**src/rtl/softstart_pkg.sv**
```systemverilog
package softstart_pkg;
  localparam int NUM_STEPS = 8;
  localparam int STEP_W    = $clog2(NUM_STEPS + 1);
  localparam int STEP_SH   = $clog2(NUM_STEPS);
  typedef logic [STEP_W-1:0] step_t;
endpackage

```
**src/rtl/ss_dwell_timer.sv**
```systemverilog
module ss_dwell_timer #(
  parameter int DWELL_CYCLES = 80000
) (
  input  logic clk,
  input  logic rst_n,
  input  logic clear_i,
  input  logic run_i,
  output logic tick_o
);
  localparam int CNT_W = $clog2(DWELL_CYCLES + 1);
  localparam logic [CNT_W-1:0] LAST = CNT_W'(DWELL_CYCLES - 1);

  logic [CNT_W-1:0] cnt_q;

  always_ff @(posedge clk or negedge rst_n) begin
    if (!rst_n)        cnt_q <= '0;
    else if (clear_i)  cnt_q <= '0;
    else if (run_i)    cnt_q <= (cnt_q == LAST) ? '0 : cnt_q + 1'b1;
  end

  assign tick_o = run_i && !clear_i && (cnt_q == LAST);

  // dwell counter never passes its final value
  p_dwell_bound_r3: assert property (@(posedge clk) disable iff (!rst_n)
    cnt_q <= LAST);
endmodule

```
**src/rtl/ss_step_ctr.sv**
```systemverilog
module ss_step_ctr
  import softstart_pkg::*;
(
  input  logic  clk,
  input  logic  rst_n,
  input  logic  en_i,
  input  logic  entry_i,
  input  logic  tick_i,
  output step_t step_o,
  output logic  run_o
);
  localparam step_t TOP = STEP_W'(NUM_STEPS);

  step_t step_q;

  always_ff @(posedge clk or negedge rst_n) begin
    if (!rst_n)                                    step_q <= '0;
    else if (!en_i)                                step_q <= '0;
    else if (entry_i)                              step_q <= STEP_W'(1);
    else if (tick_i && step_q != '0 && step_q < TOP) step_q <= step_q + 1'b1;
  end

  assign step_o = step_q;
  assign run_o  = en_i && (step_q != '0) && (step_q < TOP);

  // a disable clears the ramp on the next edge
  p_disable_clears_r6: assert property (@(posedge clk) disable iff (!rst_n)
    !en_i |=> step_q == '0);
  // an accepted entry strobe lands on step 1
  p_restart_r7: assert property (@(posedge clk) disable iff (!rst_n)
    en_i && entry_i |=> step_q == STEP_W'(1));
  // without a strobe the step only holds or advances by one
  p_monotone_r3: assert property (@(posedge clk) disable iff (!rst_n)
    en_i && !entry_i |=> (step_q == $past(step_q)) || (step_q == $past(step_q) + 1'b1));
  // the final step is held
  p_hold_top_r4: assert property (@(posedge clk) disable iff (!rst_n)
    en_i && !entry_i && step_q == TOP |=> step_q == TOP);
  // no ramp starts without a strobe
  p_no_self_start_r10: assert property (@(posedge clk) disable iff (!rst_n)
    step_q == '0 && !entry_i |=> step_q == '0);
endmodule

```
**src/rtl/ss_ref_scale.sv**
```systemverilog
module ss_ref_scale
  import softstart_pkg::*;
#(
  parameter int SP_W = 12
) (
  input  logic [SP_W-1:0] setpt_i,
  input  step_t           step_i,
  output logic [SP_W-1:0] ref_o
);
  localparam int PW = SP_W + STEP_W;

  logic [PW-1:0] prod;

  always_comb begin
    prod  = PW'(setpt_i) * PW'(step_i);
    ref_o = SP_W'(prod >> STEP_SH);
  end

  always_comb begin
    // scaled value never above the setpoint
    p_no_overshoot_r5: assert (ref_o <= setpt_i);
    // last step reproduces the setpoint exactly
    if (step_i == STEP_W'(NUM_STEPS))
      p_final_exact_r4: assert (ref_o == setpt_i);
  end
endmodule

```
**src/rtl/softstart_ramp.sv**
```systemverilog
module softstart_ramp
  import softstart_pkg::*;
#(
  parameter int SP_W         = 12,
  parameter int DWELL_CYCLES = 80000
) (
  input  logic            clk,
  input  logic            rst_n,
  input  logic            charge_en,
  input  logic            fc_entry,
  input  logic [SP_W-1:0] setpt,
  output logic [SP_W-1:0] iref,
  output logic            ramp_done
);
  step_t           step;
  logic            run;
  logic            tick;
  logic [SP_W-1:0] scaled;

  ss_dwell_timer #(.DWELL_CYCLES(DWELL_CYCLES)) timer_i (
    .clk(clk), .rst_n(rst_n),
    .clear_i(!charge_en || fc_entry),
    .run_i(run), .tick_o(tick)
  );

  ss_step_ctr step_i (
    .clk(clk), .rst_n(rst_n), .en_i(charge_en), .entry_i(fc_entry),
    .tick_i(tick), .step_o(step), .run_o(run)
  );

  ss_ref_scale #(.SP_W(SP_W)) scale_i (
    .setpt_i(setpt), .step_i(step), .ref_o(scaled)
  );

  assign iref      = charge_en ? scaled : '0;
  assign ramp_done = charge_en && (step == STEP_W'(NUM_STEPS));

  // done implies the reference sits on the setpoint
  p_done_at_setpt_r4: assert property (@(posedge clk) disable iff (!rst_n)
    ramp_done |-> iref == setpt);
  // disabled means quiet outputs
  p_disabled_quiet_r6: assert property (@(posedge clk) disable iff (!rst_n)
    !charge_en |-> (iref == '0) && !ramp_done);
endmodule

```
**config.mk**
```make
export PLATFORM = sky130hd
export DESIGN_NAME = softstart_ramp
export DESIGN_NICKNAME = d
export VERILOG_FILES = /design/src/rtl/softstart_pkg.sv /design/src/rtl/ss_dwell_timer.sv /design/src/rtl/ss_step_ctr.sv /design/src/rtl/ss_ref_scale.sv /design/src/rtl/softstart_ramp.sv
export SDC_FILE = /design/constraint.sdc
export NUM_CORES = 1
export LEC_CHECK = 0
export ABC_AREA = 0
export BUFFER_PORTS_ARGS = -buffer_cell sky130_fd_sc_hd__buf_2
export CAP_MARGIN = 20
export CORE_AREA = 2 2 80 74
export CTS_BUF_LIST = sky130_fd_sc_hd__clkbuf_8
export CTS_CLUSTER_DIAMETER = 40
export DETAILED_ROUTE_END_ITERATION = 7
export DIE_AREA = 0 0 82 76
export HOLD_SLACK_MARGIN = 0.06
export PLACE_DENSITY = 0.69
export SLEW_MARGIN = 30
export SYNTH_ARGS = -nofsm -noshare
export SYNTH_HDL_FRONTEND = slang
export SYNTH_SLANG_ARGS = --single-unit
```
**constraint.sdc**
```tcl
create_clock -name clk -period 6.08 [get_ports clk]
set_clock_uncertainty 0.05 [all_clocks]
set_input_delay 1.216 -clock clk [delete_from_list [all_inputs] [get_ports clk]]
set_output_delay 1.216 -clock clk [all_outputs]
set_load 0.01 [all_outputs]
```
==> results of run 1 <==
-- stage by stage --
step | instance area (um^2) | util [%]
final | 2850 | 52.2
after global routing | 2850 | 52.2
after CTS | 2850 | 52.2
after detailed placement | 2810 | 51.4
after global placement | 2810 | 51.4
after floorplan | 2640 | -
-- cells in the final DEF, fill, tap and decap left out, drive strengths merged, types with 2 or more instances in the layout --
| cell type | Yosys | routed |
|---|---|---|
| and3 | 4 | 4 |
| o21a | 4 | 4 |
| buf | 4 | 28 |
| nor2 | 13 | 13 |
| xnor2 | 11 | 11 |
| dfrtp | 21 | 21 |
| nor3 | 4 | 4 |
| nand3 | 12 | 12 |
| a21oi | 16 | 16 |
| a31oi | 11 | 11 |
| nand2b | 4 | 4 |
| a22o | 4 | 4 |
| mux2i | 5 | 5 |
| ha | 19 | 19 |
| clkbuf | 6 | 3 |
| fa | 20 | 20 |
| nor4b | 2 | 2 |
| nand2 | 34 | 34 |
| inv | 38 | 38 |
| o21ai | 6 | 6 |
| a221oi | 2 | 2 |
| nand4 | 9 | 9 |
| a21o | 6 | 6 |
| xor2 | 5 | 5 |
| nor2b | 2 | 2 |
| and2 | 38 | 38 |
-- power breakdown --
part           leakage [nW]  switching, W  internal, W
Combinational          1.11     0.0000264    0.0000163
Sequential            0.292    0.00000274     0.000140
Clock                0.0255     0.0000471    0.0000457
-- registers in the layout, indices dropped and copies added, names as in the netlist --
register       flops
timer_i.cnt_q     17
step_i.step_o      4
-- worst max-delay path: stages --
cell,delay (ns)
buf_2,0.12
and2_1,0.17
fa_1,0.54
inv_1,0.06
fa_1,0.53
inv_1,0.04
ha_1,0.33
nand4_1,0.11
o21ai_1,0.38
a31oi_1,0.24
a31oi_1,0.25
mux2i_1,0.19
buf_2,0.14
-- cell type report --
| cell class | instances | area [um^2] |
|---|---|---|
| Multi-Input combinational cell | 243 | 1910 |
| Fill cell | 519 | 2610 |
| Timing Repair Buffer | 28 | 140 |
| Clock buffer | 3 | 41.3 |
| Inverter | 38 | 143 |
| Sequential cell | 21 | 526 |
| Clock inverter | 1 | 5.00 |
| Tap cell | 70 | 87.6 |
-- worst max-delay path by stage --
stage	endpoint	cells after the start	slack (ns)	startpoint
2_1_floorplan	iref[10]	11	0.93	setpt[1]
3_3_place_gp	iref[10]	13	0.54	setpt[1]
3_5_place_dp	iref[10]	13	0.55	setpt[1]
4_1_cts	iref[10]	13	0.51	setpt[1]
5_1_grt	iref[10]	13	0.30	setpt[1]
6_report	iref[10]	13	0.50	setpt[1]
-- cells by family after synthesis --
group                      share of synthesized area [%]
muxes                                               2.32
xor gates and xnor gates                            5.31
AOI/OAI and AO/OA                                   14.5
and+or+nand+nor                                     26.1
DFF                                                 19.9
buffers and inverters                               7.72
adders and majority gates                           24.2
-- metal layers --
metal / track usage (%) / vias up
met1: 29.3 / 1004
met5: 0 / -
met4: 2.33 / 0
met2: 27.3 / 42
met3: 3.08 / 2
li1: - / 1096
==> impl_metrics.yaml, run 1 <==
status:
  status: "finished clean"
worst_hold_path:
  hp-class: "register to register"
  min_to: "timer_i.cnt_q[16]"
  min_path_cells: 1
  hold_start: "timer_i.cnt_q[16]"
logic_synthesis:
  synthArstFlopShare_pct: 100
  syn_area_um2: 2640
  syn_avg_cell_area_um2: 8.47
  syn_nets: 367
  ys_ff_latch: 21
  synthTopCellsByCount: "and2_1, inv_1, nand2_1"
  synthCells: 312
  yosysTopAreaCell: "dfrtp_1"
  synth_top_area_share_pct: 19.9
  synth_ff_type: "dfrtp_1"
  yosys-top-cells-area: "dfrtp_1, fa_1, and2_1, ha_1, inv_1"
  synthDistinctLibCells: 44
  synth_edf_count: 0
  yosysSeqAreaShare_pct: 19.9
  synth_warnings: 0
routing:
  viasPerCell: 5.31
  vias: 2144
  wire_per_inst_um: 12.9
  drc: 0
  wl_met2_um: 2230
  ant_nets: 0
  drt_iter0_markers: 125
  firstDrtPassIters: 4
  wl_um: 5190
  dr_wl_met3_um: 180
  wl_met1_um: 2770
  top_layer: "met4"
sta:
  tightest_slew_ns: 0.698
  finalCritPeriodShare_pct: 91.8
  fin_ws_ns: 0.500
  hold_viol: 0
  setup_viol: 0
  slew_headroom_pct: 53.3
  tns_ns: 0
  max_freq_ghz: 0.179
  drv_slew: 0
  grt_setup_unrepaired: "no"
  min_period_ns: 5.58
  hold_ws_ns: 0.450
cells_and_area:
  n_antenna_cell: 0
  fin_cells: 404
  drive_gt1_share_pct: 12.9
  syn_to_final_growth_pct: 8.05
  fin_nets: 390
clock_network:
  cts_resized: 0
  cts_buffer_depth: 2
  hold_buffers: 0
  cts-htree-levels: 1
  clock_sinks: 21
  clk_pin_slew_worst_paths_ns: 0.07
  post_cts.repair.setup_buffers: 0
  clk_latency_ns: 0.26
  cts_root_buf: "clkbuf_8"
  cts_made_buffers: 3
  tritoncts: "done"
job:
  maxCapViolCount: 0
die:
  fp.dieArea_um2: 6230
  coreArea_um2: 5470
  die_x_um: 82
  start_util_pct: 48.3
  num_io_pins: 29
  row_count: 26
  die_y_um: 76
global_routing:
  grt_pass1_wl_um: 9440
  grt_pass1_vias: 2015
  antenna_found_initial: 0
  overflow: 0
  grt_use_total_pct: 18.6
  grt_max_degree: 29
pwr:
  power_w: 0.000279
  powerDensity_nw_per_um2: 97.6
  ir_worst_vdd_v: 0.0000868
  p_leak_nw: 1.42
worst_setup_path:
  reg2reg_setup_slack_ns: 3.49
  critPathRequiredTime_ns: 4.81
  rr_endpoint: "timer_i.cnt_q[5]"
  endpoint_kind: "primary output"
  crit_arrival_ns: 4.31
  crit_fanout: 4
  start_kind: "input port"
  r2r-start: "step_i.step_o[0]"
  r2r_cells: 7
  worstSetupPathType: "input port to primary output"
placed_design:
  post-place-ws_ns: 0.551
  hpwlAfterDp_um: 4030
  place_inst: 400
  io_buffers: 28
  place_congestion: 0.840
Note: power is estimated with default switching activity, not from simulation.
==> inputs of run 2 (changes only) <==
Settings changed: MAX_ROUTING_LAYER from default to met4.
==> impl_metrics.yaml, run 2 (same netlist as run 1, synthesis figures left out) <==
status:
  status: "finished clean"
sta:
  drv_slew: 0
  fin_ws_ns: 0.497
  min_period_ns: 5.58
  finalCritPeriodShare_pct: 91.8
  grt_setup_unrepaired: "no"
  setup_viol: 0
  max_freq_ghz: 0.179
  slew_headroom_pct: 52.0
  tns_ns: 0
  hold_viol: 0
  tightest_slew_ns: 0.717
routing:
  viasPerCell: 5.33
  firstDrtPassIters: 4
  drc: 0
  wire_per_inst_um: 12.8
  vias: 2153
  ant_nets: 0
  wl_um: 5190
  drt_iter0_markers: 117
clock_network:
  clk_pin_slew_worst_paths_ns: 0.07
  hold_buffers: 0
  post_cts.repair.setup_buffers: 0
  clk_latency_ns: 0.26
  cts_root_buf: "clkbuf_8"
  clock_sinks: 21
  tritoncts: "done"
  cts_buffer_depth: 2
  cts_resized: 0
  cts_made_buffers: 3
  cts-htree-levels: 1
global_routing:
  grt_use_total_pct: 19.1
  antenna_found_initial: 0
  grt_pass1_vias: 2022
  grt_max_degree: 29
  overflow: 0
  grt_pass1_wl_um: 9440
die:
  row_count: 26
  fp.dieArea_um2: 6230
  coreArea_um2: 5470
  num_io_pins: 29
  start_util_pct: 48.3
  die_x_um: 82
  die_y_um: 76
cells_and_area:
  fill_cells: 519
  syn_to_final_growth_pct: 8.05
  largest_register: "timer_i.cnt_q"
  fin_cells: 404
  fin_nets: 390
  fin_util_pct: 52.2
  drive_gt1_share_pct: 12.9
  largest_reg_flops: 17
  layout_common_cells: "and2_1, inv_1, nand2_1"
  n_antenna_cell: 0
placed_design:
  place_inst: 400
  hpwlAfterDp_um: 4030
  place_congestion: 0.853
  post-place-ws_ns: 0.551
  io_buffers: 28
worst_setup_path:
  cpPeakStageDelay_ns: 0.54
  path_buf_inv: 4
  critPathRequiredTime_ns: 4.81
  r2r_cells: 7
  start_kind: "input port"
  worstSetupPathType: "input port to primary output"
  endpoint_kind: "primary output"
  slowest_stage: "fa_1"
  cp_top_family: "adder cells"
  rr_endpoint: "timer_i.cnt_q[5]"
  crit_arrival_ns: 4.32
  startpoint: "setpt[1]"
  crit_fanout: 4
  reg2reg_setup_slack_ns: 3.49
  cp_cell_sequence: "buf_2 > and2_1 > fa_1 > inv_1 > fa_1 > inv_1 > ha_1 > nand4_1 > o21ai_1 > a31oi_1 > a31oi_1 > mux2i_1 > buf_2"
  r2r-start: "step_i.step_o[0]"
worst_hold_path:
  min_to: "timer_i.cnt_q[16]"
  min_path_cells: 1
  hold_start: "timer_i.cnt_q[16]"
  hp-class: "register to register"
pwr:
  p_leak_nw: 1.42
  ir_worst_vdd_v: 0.0000861
  powerDensity_nw_per_um2: 97.5
job:
  maxCapViolCount: 0
## run 2: cell counts in the layout (fill, tap and decap cells not counted)
Identical to the previous run, type by type.
## run 2: metal layers
| layer | wire length (um) | up-vias | global-route usage, % |
|---|---|---|---|
| li1 | - | 1096 | - |
| met3 | 202 | 2 | 3.08 |
| met1 | 2730 | 1013 | 29.3 |
| met4 | 8 | 0 | 2.33 |
| met2 | 2250 | 42 | 27.3 |
| met5 | 0 | - | - |
## run 2: worst max path at each step
stage	endpoint	cells after the start
floorplan	iref[10]	11
global placement	iref[10]	13
detailed placement	iref[10]	13
CTS	iref[10]	13
global route	iref[10]	13
finish	iref[10]	13
## run 2: report_power, final
group	switching (W)	leakage, nW	internal (W)
Clock	0.0000467	0.0255	0.0000457
Combinational	0.0000264	1.11	0.0000163
Sequential	0.00000275	0.292	0.000140
## run 2: layout make-up
| class | instances | area [um^2] | area share (%) |
|---|---|---|---|
| well taps | 70 | 87.6 | 3.07 |
| multi-input cells | 243 | 1910 | 67.0 |
| clock inverters | 1 | 5.00 | 0.175 |
| repair buffers | 28 | 140 | 4.91 |
| inverters | 38 | 143 | 5.00 |
| flip-flops and latches | 21 | 526 | 18.4 |
| clock buffers | 3 | 41.3 | 1.45 |
## run 2: per-stage QoR
| step | total power, W | hold slack (ns) | instance area, um^2 |
|---|---|---|---|
| after floorplan | 0.000171 | 0.393 | 2640 |
| after global placement | 0.000188 | 0.418 | 2810 |
| after detailed placement | 0.000189 | 0.431 | 2810 |
| after CTS | 0.000284 | 0.444 | 2850 |
| after global routing | 0.000293 | 0.467 | 2850 |
| final | 0.000278 | 0.449 | 2850 |
## run 2: worst reg2reg max path: stages, from the launching register on
cell	delay, ns
dfrtp_1	0.69
inv_1	0.13
ha_1	0.21
nor2b_2	0.19
nor3_4	0.25
a21boi_4	0.61
o21ai_0	0.19
a31oi_1	0.19
